==> src/rtl/tlb_pkg.sv <==
package tlb_pkg;

   // Access rights stored alongside each cached translation.
   typedef struct packed {
      logic wr_ok;     // page may be written
      logic sup_only;  // page restricted to supervisor mode
   } tlb_perm_t;

   localparam int TLB_PERM_W = $bits(tlb_perm_t);

   function automatic logic tlb_perm_violation(
      input tlb_perm_t perm,
      input logic      is_write,
      input logic      is_user
   );
      return (is_write && !perm.wr_ok) || (is_user && perm.sup_only);
   endfunction

endpackage

==> src/rtl/tlb_match.sv <==
module tlb_match #(
   parameter int ENTRIES = 16,
   parameter int VPN_W   = 20,
   parameter int CTX_W   = 8,
   localparam int IDX_W  = $clog2(ENTRIES)
) (
   input  logic [ENTRIES-1:0] valid_vec,
   input  logic [VPN_W-1:0]   vpn_arr [ENTRIES],
   input  logic [CTX_W-1:0]   ctx_arr [ENTRIES],
   input  logic [VPN_W-1:0]   look_vpn,
   input  logic [CTX_W-1:0]   look_ctx,
   output logic               hit,
   output logic [IDX_W-1:0]   hit_idx
);

   logic [ENTRIES-1:0] match_vec;

   for (genvar g = 0; g < ENTRIES; g++) begin : g_cmp
      assign match_vec[g] = valid_vec[g]
                            && (vpn_arr[g] == look_vpn)
                            && (ctx_arr[g] == look_ctx);
   end

   // Lowest-numbered match has priority: scan downward so it is written last.
   always_comb begin
      hit_idx = '0;
      for (int i = ENTRIES - 1; i >= 0; i--) begin
         if (match_vec[i]) hit_idx = IDX_W'(i);
      end
   end

   assign hit = |match_vec;

endmodule

==> src/rtl/tlb_victim.sv <==
module tlb_victim #(
   parameter int ENTRIES = 16,
   localparam int IDX_W  = $clog2(ENTRIES)
) (
   input  logic               clk,
   input  logic               rst_n,
   input  logic [ENTRIES-1:0] valid_vec,
   input  logic               advance,
   output logic [IDX_W-1:0]   victim_idx
);

   logic [IDX_W-1:0] rr_ptr;
   logic [IDX_W-1:0] free_idx;
   logic             any_free;

   always_comb begin
      free_idx = '0;
      for (int i = ENTRIES - 1; i >= 0; i--) begin
         if (!valid_vec[i]) free_idx = IDX_W'(i);
      end
   end

   assign any_free   = ~&valid_vec;
   assign victim_idx = any_free ? free_idx : rr_ptr;

   // Pointer moves on every accepted refill, free slot or not.
   always_ff @(posedge clk) begin
      if (!rst_n)       rr_ptr <= '0;
      else if (advance) rr_ptr <= rr_ptr + 1'b1;
   end

endmodule

==> src/rtl/tlb_perm.sv <==
module tlb_perm
   import tlb_pkg::*;
(
   input  logic      hit,
   input  tlb_perm_t perm,
   input  logic      is_write,
   input  logic      is_user,
   output logic      fault
);

   assign fault = hit && tlb_perm_violation(perm, is_write, is_user);

endmodule

==> src/rtl/ctx_tlb.sv <==
module ctx_tlb
   import tlb_pkg::*;
#(
   parameter int ENTRIES = 16,
   parameter int VA_W    = 32,
   parameter int PA_W    = 31,
   parameter int PAGE_W  = 12,
   parameter int CTX_W   = 8
) (
   input  logic                    clk,
   input  logic                    rst_n,
   input  logic                    lk_valid,
   input  logic [VA_W-1:0]         lk_vaddr,
   input  logic [CTX_W-1:0]        lk_ctx,
   input  logic                    lk_write,
   input  logic                    lk_user,
   input  logic                    rf_valid,
   input  logic [VA_W-PAGE_W-1:0]  rf_vpn,
   input  logic [CTX_W-1:0]        rf_ctx,
   input  logic [PA_W-PAGE_W-1:0]  rf_ppn,
   input  logic                    rf_wr_ok,
   input  logic                    rf_sup_only,
   input  logic                    fl_all,
   input  logic                    fl_ctx_en,
   input  logic [CTX_W-1:0]        fl_ctx,
   output logic                    o_hit,
   output logic                    o_pa_valid,
   output logic [PA_W-1:0]         o_paddr,
   output logic                    o_fault,
   output logic                    o_walk
);

   localparam int VPN_W = VA_W - PAGE_W;
   localparam int PPN_W = PA_W - PAGE_W;
   localparam int IDX_W = $clog2(ENTRIES);

   // ---------------- elaboration checks ----------------
   if (ENTRIES < 2 || (ENTRIES & (ENTRIES - 1)) != 0) begin : g_bad_entries
      $error("ctx_tlb: ENTRIES must be a power of two, at least 2");
   end
   if (PAGE_W < 1 || PAGE_W >= VA_W) begin : g_bad_page
      $error("ctx_tlb: PAGE_W must lie between 1 and VA_W-1");
   end
   if (PA_W <= PAGE_W) begin : g_bad_pa
      $error("ctx_tlb: PA_W must exceed PAGE_W");
   end
   if (CTX_W < 1) begin : g_bad_ctx
      $error("ctx_tlb: CTX_W must be positive");
   end

   // ---------------- entry storage ----------------
   logic [ENTRIES-1:0] ent_v;
   logic [VPN_W-1:0]   ent_vpn  [ENTRIES];
   logic [CTX_W-1:0]   ent_ctx  [ENTRIES];
   logic [PPN_W-1:0]   ent_ppn  [ENTRIES];
   tlb_perm_t          ent_perm [ENTRIES];

   logic [ENTRIES-1:0] ctx_flush_vec;
   logic               flush_any;
   logic               refill_go;
   logic [IDX_W-1:0]   victim_idx;

   for (genvar g = 0; g < ENTRIES; g++) begin : g_cflush
      assign ctx_flush_vec[g] = (ent_ctx[g] == fl_ctx);
   end

   assign flush_any = fl_all || fl_ctx_en;
   assign refill_go = rf_valid && !flush_any;

   tlb_victim #(.ENTRIES(ENTRIES)) u_victim (
      .clk        (clk),
      .rst_n      (rst_n),
      .valid_vec  (ent_v),
      .advance    (refill_go),
      .victim_idx (victim_idx)
   );

   always_ff @(posedge clk) begin
      if (!rst_n) begin
         ent_v <= '0;
      end else if (fl_all) begin
         ent_v <= '0;
      end else if (fl_ctx_en) begin
         ent_v <= ent_v & ~ctx_flush_vec;
      end else if (rf_valid) begin
         ent_v[victim_idx] <= 1'b1;
      end
   end

   always_ff @(posedge clk) begin
      if (refill_go) begin
         ent_vpn[victim_idx]  <= rf_vpn;
         ent_ctx[victim_idx]  <= rf_ctx;
         ent_ppn[victim_idx]  <= rf_ppn;
         ent_perm[victim_idx] <= '{wr_ok: rf_wr_ok, sup_only: rf_sup_only};
      end
   end

   // ---------------- lookup ----------------
   logic             look_hit;
   logic [IDX_W-1:0] look_idx;
   logic             look_fault;
   logic             look_ok;

   tlb_match #(
      .ENTRIES (ENTRIES),
      .VPN_W   (VPN_W),
      .CTX_W   (CTX_W)
   ) u_match (
      .valid_vec (ent_v),
      .vpn_arr   (ent_vpn),
      .ctx_arr   (ent_ctx),
      .look_vpn  (lk_vaddr[VA_W-1:PAGE_W]),
      .look_ctx  (lk_ctx),
      .hit       (look_hit),
      .hit_idx   (look_idx)
   );

   tlb_perm u_perm (
      .hit      (look_hit),
      .perm     (ent_perm[look_idx]),
      .is_write (lk_write),
      .is_user  (lk_user),
      .fault    (look_fault)
   );

   assign look_ok = lk_valid && look_hit && !look_fault;

   always_ff @(posedge clk) begin
      if (!rst_n) begin
         o_hit      <= 1'b0;
         o_pa_valid <= 1'b0;
         o_paddr    <= '0;
         o_fault    <= 1'b0;
         o_walk     <= 1'b0;
      end else begin
         o_hit      <= lk_valid && look_hit;
         o_pa_valid <= look_ok;
         o_fault    <= lk_valid && look_fault;
         o_walk     <= lk_valid && !look_hit;
         o_paddr    <= look_ok ? {ent_ppn[look_idx], lk_vaddr[PAGE_W-1:0]} : '0;
      end
   end

endmodule

==> config.mk <==
export PLATFORM = sky130hd
export DESIGN_NAME = ctx_tlb
export DESIGN_NICKNAME = d
export VERILOG_FILES = /design/src/rtl/tlb_pkg.sv /design/src/rtl/tlb_match.sv /design/src/rtl/tlb_victim.sv /design/src/rtl/tlb_perm.sv /design/src/rtl/ctx_tlb.sv
export SDC_FILE = /design/constraint.sdc
export NUM_CORES = 1
export LEC_CHECK = 0
export BUFFER_PORTS_ARGS = -buffer_cell sky130_fd_sc_hd__clkbuf_2
export CORE_UTILIZATION = 45
export DETAILED_ROUTE_END_ITERATION = 10
export GPL_TIMING_DRIVEN = 0
export SYNTH_ARGS = -nofsm -noshare
export SYNTH_HDL_FRONTEND = slang
export SYNTH_SLANG_ARGS = --single-unit
==> constraint.sdc <==
create_clock -name clk -period 8.61 [get_ports clk]
set_input_delay 0 -clock clk [delete_from_list [all_inputs] [get_ports clk]]
set_output_delay 0 -clock clk [all_outputs]
set_load 0.005 [all_outputs]
Yosys cells after proc, flatten, opt, wreduce, memory -nomap -nowiden
Memory sizes are Yosys's and may differ from the RTL's. A register that Yosys moved wholly into a read port is not among the register bits.
Index checks and enable logic that the tools add are counted.
- input bits: 105
- bits in latches: 0
- RAM bits: 336
- register bits after elaboration: 503
- memories: 2
- ROM bits: 0
- output and inout port bits: 35
- memories (memory ; depth ; bits a word ; read ports ; clocked after memory_dff ; write ports ; line ; RTL):
    ent_ppn ; 16 ; 19 ; 1 ; 1 ; 1 ; ctx_tlb.sv:55 ; logic [PPN_W-1:0] ent_ppn [ENTRIES];
    ent_perm ; 16 ; 2 ; 1 ; 0 ; 1 ; ctx_tlb.sv:56 ; tlb_perm_t ent_perm [ENTRIES];
- bitwise logic cells: 5
- eq/ne operators: 48
- shifts and indexed selects: 0
- reductions and logical operators: 54
- multipliers: 0
- order comparisons: 4
- div/mod/pow operators: 0
- mux-type cells: 45
- add/sub/neg operators: 1
- operator list (operator ; number):
    $bwmux 320 ; 1
    $eq 20x20->1 ; 16
    $eq 8x8->1 ; 32
    $mux 4 ; 33
    $bwmux 128 ; 1
    $demux 20 s4 ; 1
    $logic_and 1x1->1 ; 42
    $demux 8 s4 ; 1
    $mux 16 ; 2
    $mux 20 ; 1
    $and 16x16->16 ; 1
    $not 16->16 ; 1
    $or 16x16->16 ; 1
    $reduce_and 16->1 ; 1
    $reduce_or 16->1 ; 1
    $mux 8 ; 1
    $ge 5x5->1 const B ; 1
    $logic_not 1->1 ; 5
    $lt 4x5->1 const B ; 1
    $lt 5x1->1 const B ; 1
    $not 4->5 ; 1
    $add 4x1->4 const B ; 1
    $demux 1 s4 ; 1
    $ge 4x1->1 const B ; 1
    other kinds (6) ; 9

Logic depth before layout (Yosys ltp)
An unclocked memory read counts as a cell.
- word-level depth: 28
- mapped depth: 17
- depth with buffers taken out: 12

Modules after synthesis
Synthesis repeated with hierarchy kept, for this count alone.
- cells, all modules: 2073
- area, all modules: 35157.5 µm²
- modules (own cells, without submodules) (module ; sequential area each (µm²) ; instances ; area an instance (µm²) ; cells an instance):
    ctx_tlb ; 24563.6 ; 1 ; 29413.2 ; 1321
    tlb_match ; 0.0 ; 1 ; 5376.4 ; 700
    tlb_victim ; 80.1 ; 1 ; 350.3 ; 49
    tlb_perm ; 0.0 ; 1 ; 17.5 ; 3

Least setup slack after synthesis
No wires, ideal clock.
- path kind: reg2reg
- start: reg ent_v[13] (netlist name)
- end: reg ent_ctx[24] (netlist bit), enable pin
- clock period less this slack: 4282 ps
- arrival: 3826 ps
- required time: 8154 ps
- path buffers: 0
- path slack: 4328 ps
- setup time: 456 ps
- cell stages (with the launch flop): 11
- path through: dfxtp_1 o21ai_0 a21boi_0 o21ai_0 a21boi_0 o21ai_0 a21boi_0 o21ai_0 a22o_1 or2_2 nor2_1
- RTL lines (item ; line ; RTL):
    end signal: indexed assignment ; ctx_tlb.sv:93 ; ent_ctx[victim_idx] <= rf_ctx;
    end: declaration ; ctx_tlb.sv:54 ; logic [CTX_W-1:0] ent_ctx [ENTRIES];

Final worst setup path
- start: reg ent_ctx[19] (netlist bit)
- end: reg o_paddr[6]
- longest elaborated chain between the ends: 24
- elaborated cells between the ends (all ways): 27
- classes of those cells: eq/ne: 1; mux: 14; reduce/logical: 11; memory: 1
- RTL lines (item ; line ; RTL):
    $eq 8x8->1 * ; tlb_match.sv:21 ; && (ctx_arr[g] == look_ctx);
    $logic_and 1x1->1 * ; tlb_match.sv:21 ;
    $mux 4 (14 in a row) ; tlb_match.sv:28 ; if (match_vec[i]) hit_idx = IDX_W'(i);
    $mem_v2 16x2 ; - ;
    $logic_not 1->1 ; tlb_pkg.sv:16 ; return (is_write && !perm.wr_ok) || (is_user && perm.sup_only);
    $logic_and 1x1->1 ; tlb_pkg.sv:16 ;
    $logic_or 1x1->1 ; tlb_pkg.sv:16 ;
    $logic_and 1x1->1 ; tlb_perm.sv:11 ; assign fault = hit && tlb_perm_violation(perm, is_write, is_user);
    $logic_not 1->1 ; ctx_tlb.sv:127 ; assign look_ok = lk_valid && look_hit && !look_fault;
    $logic_and 1x1->1 * ; ctx_tlb.sv:127 ;
    $reduce_and 2->1 (no line) * ; - ;
    end signal: assignment ; ctx_tlb.sv:141 ; o_paddr <= look_ok ? {ent_ppn[look_idx], lk_vaddr[PAGE_W-1:0]} : '0;
    end: declaration ; ctx_tlb.sv:28 ; output logic [PA_W-1:0] o_paddr,
Mark *: on every way between the ends. The rest lies on a longest branch, timed or not.
A chain may end at the register's enable or synchronous reset.

==> metrics.md <==
| Metric | Value |
|---|---|
| Non-filler cells, final | 3894 |
| Initial Utilization | 45.3% |
| Via count | 22886 |
| #FFs+latches synth | 839 |
| Worst slew pin tran | 1.16 ns |
| Sequential share of the synthesized area | 66.3% |
| Slew Viols, Final | 0 |
| Vias in the first global route | 22552 |
| Crit path time final | 5.53 ns |
| DR WL/cell | 30.2 um |
| Placed Area | 39600 um2 |
| Min-delay worst type | input port to register |
| TritonCTS clock tree | done |
| Synth unique cells | 75 |
| Fraction of layout cells with a size suffix above 1 | 15.5% |
| Grt ovf | 0 |
| WL final | 118000 um |
| Tot Pwr | 8.80 mW |
| Fmax | 181 MHz |
| Setup crit start kind | register |
| Overall die area | 83800 um2 |
| LEAKAGE | 13.5 nW |
| Worst Path Arrival | 6.03 ns |
| Post-Syn Nets | 2588 |
| Initial antenna violation count | 4 |
| Pwr dens | 204 nW/um2 |
| CP Class | register to register |
| Total Routing Usage GR | 28.1% |
| Drt pass-1 iters | 7 |
| CTS Buf Count | 90 |
| Mapped Area | 37200 um2 |
| Clock Pin Slew Worst Setup and Hold Paths | 0.06 ns |
| CP endpoint kind | register |
| Bufs on Longest Clock Path | 3 |
| Outcome | finished, final reports clean |
| Post-DRT Antenna Nets | 0 |
| Port bufs | 102 |
| Asr flop ratio synth | 0% |
| Peak supply drop | 0.000181 V |
| Fin crit share | 64.2% |
| Nets | 2856 |
| Area Growth Syn to Fin | 15.8% |
| Fin Setup TNS | 0 ns |
| CTS sink count | 839 |
| Largest net degree at the start of global routing | 31 |
| Initial detailed-routing violation count | 2582 |
| Hold WS | 0.0405 ns |
| Unrepaired setup endpoints after global routing | no |
| Die height | 289 um |
| Setup Skew | 0.0260 ns |
| I/O pin count | 140 |
| Core ar. | 82000 um2 |
| Cell area after layout | 43000 um2 |
| Most frequent cells in the layout | edfxtp_1, xnor2_1, xor2_1, mux2i_1, nand4_1 |
| Commonest non-fill, non-tap cell in the layout | edfxtp_1 |
| Yosys Warn Count | 0 |
| Finish-stage setup viols | 0 |
| Root Driver | clkbuf_16 |
| FP Rows | 105 |
| Postcts setup bufs | 0 |
| H-tree depth | 3 |
| Fillers | 6897 |
| Clk_lat worst skew | 0.66 ns |
| Die Span X | 289 um |
| EDFF count, synth | 784 |
| Dpl hpwl | 81800 um |
| Slew HR | 22.9% |
| First-pass GRT wire length | 164000 um |
| Most used DFF post-synth | edfxtp_1 |
| Maxcap violations | 0 |
| WP data required | 9.11 ns |
| Vias/cell | 5.88 |
| Syn Inst Count | 2482 |
| Resize count post-CTS | 0 |
| Placer Congestion | 0.945 |
| Final Hold Viols | 0 |
| Residual DRC | 0 |
| Avg Synthesized Cell Area | 15.0 um2 |
| CP max FO | 10 |
| Placed insts | 3676 |
| # hold bufs at CTS | 52 |
[critical path, cell delays in order (launching register included)]
cell and delay [ns]:
edfxtp_1 0.42, xnor2_1 0.55, nand3_1 0.34, nor4_1 0.56, or3b_1 0.45, a21o_1 0.24, a21boi_1 0.17, o2111ai_1 0.28
nand2_1 0.23, buf_6 0.19, mux2_2 0.34, o22a_1 0.17, a21oi_1 0.88, buf_2 0.45, nor3_1 0.09
[cells by family after synthesis]
| group | count (synthesis) | share of synthesized area (%) |
|---|---|---|
| adders and majority gates | 1 | 0.0336 |
| muxes | 223 | 6.15 |
| DFF | 839 | 66.3 |
| AOI/OAI and AO/OA | 133 | 2.86 |
| xor gates and xnor gates | 579 | 13.7 |
| buffers and inverters | 137 | 2.04 |
| and+or+nand+nor | 570 | 8.94 |
[Yosys cell counts, types with 10 or more instances]
| library cell | instances | area, um2 |
|---|---|---|
| edfxtp_1 | 784 | 23500 |
| xnor2_1 | 342 | 3000 |
| xor2_1 | 234 | 2050 |
| mux2i_1 | 181 | 1810 |
| nand4_1 | 148 | 926 |
| nand2_1 | 102 | 383 |
| nor4_1 | 86 | 538 |
| buf_2 | 68 | 340 |
| dfxtp_1 | 55 | 1100 |
| nand3_1 | 46 | 230 |
| mux2_2 | 41 | 462 |
| a222oi_1 | 38 | 380 |
| nor2_1 | 38 | 143 |
| nor3_1 | 23 | 115 |
| a21oi_1 | 20 | 100 |
| clkbuf_1 | 17 | 63.8 |
| nand2b_1 | 17 | 106 |
| nor3b_1 | 17 | 128 |
| nor4_2 | 16 | 200 |
| o41ai_1 | 16 | 140 |
| buf_4 | 15 | 113 |
| inv_1 | 15 | 56.3 |
| o21ai_0 | 14 | 70.1 |
| or2_2 | 14 | 87.6 |
| and2_1 | 13 | 81.3 |
| or4_1 | 10 | 75.1 |
[layer usage]
layer / share of wire (%) / track usage [%] / wire length (um) / vias up
li1: - / - / - / 9985
met1: 41 / 37.3 / 48000 / 11680
met2: 49 / 47.6 / 58000 / 998
met3: 6.4 / 3.57 / 7560 / 217
met4: 3.5 / 9.70 / 4120 / 6
met5: 0.026 / 0 / 30 / -
[stage by stage]
| step | util (%) | setup WS (ns) |
|---|---|---|
| 2_1_floorplan | - | 4.33 |
| 3_3_place_gp | 47.6 | 1.41 |
| 3_5_place_dp | 48.3 | 2.84 |
| 4_1_cts | 52.5 | 3.27 |
| 5_1_grt | 52.5 | 3.04 |
| 6_report | 52.5 | 3.08 |
[registers in the layout, indices dropped and copies added, names as in the netlist]
signal / cells
ent_vpn: 320
ent_ppn: 304
o_walk: 1
o_pa_valid: 1
o_fault: 1
ent_perm: 32
ent_v: 16
u_victim.rr_ptr: 4
o_paddr: 31
ent_ctx: 128
o_hit: 1
[worst paths after layout]
check / startpoint / endpoint / slack (ns) / depth (start not counted)
hold / removal: rf_vpn[4] / ent_vpn[44] / 0.04 / 1
hold reg to reg: u_victim.rr_ptr[1] / u_victim.rr_ptr[1] / 0.58 / 2
setup reg to reg: ent_ctx[19] / o_paddr[6] / 3.08 / 14
setup / recovery: ent_ctx[19] / o_paddr[6] / 3.08 / 14
[power breakdown]
part / internal (mW) / leakage, nW / switching (mW)
Sequential: 4.46 / 7.50 / 0.00422
Clock: 2.23 / 1.42 / 1.63
Combinational: 0.137 / 4.55 / 0.337
Total: 6.83 / 13.5 / 1.97
[layout make-up]
type                            instances  area (um2)  area share, %
Sequential cell                       839       24600           57.2
Multi-Input combinational cell       1506       11900           27.6
Clock buffer                          111        2360           5.49
Timing Repair Buffer                  176        1490           3.45
Tap cell                             1070        1340           3.11
Buffer                                122         701           1.63
Clock inverter                         54         562           1.31
Inverter                               15        56.3          0.131
Antenna cell                            1        2.50        0.00581
No activity file was read; power rests on OpenSTA's default activity.
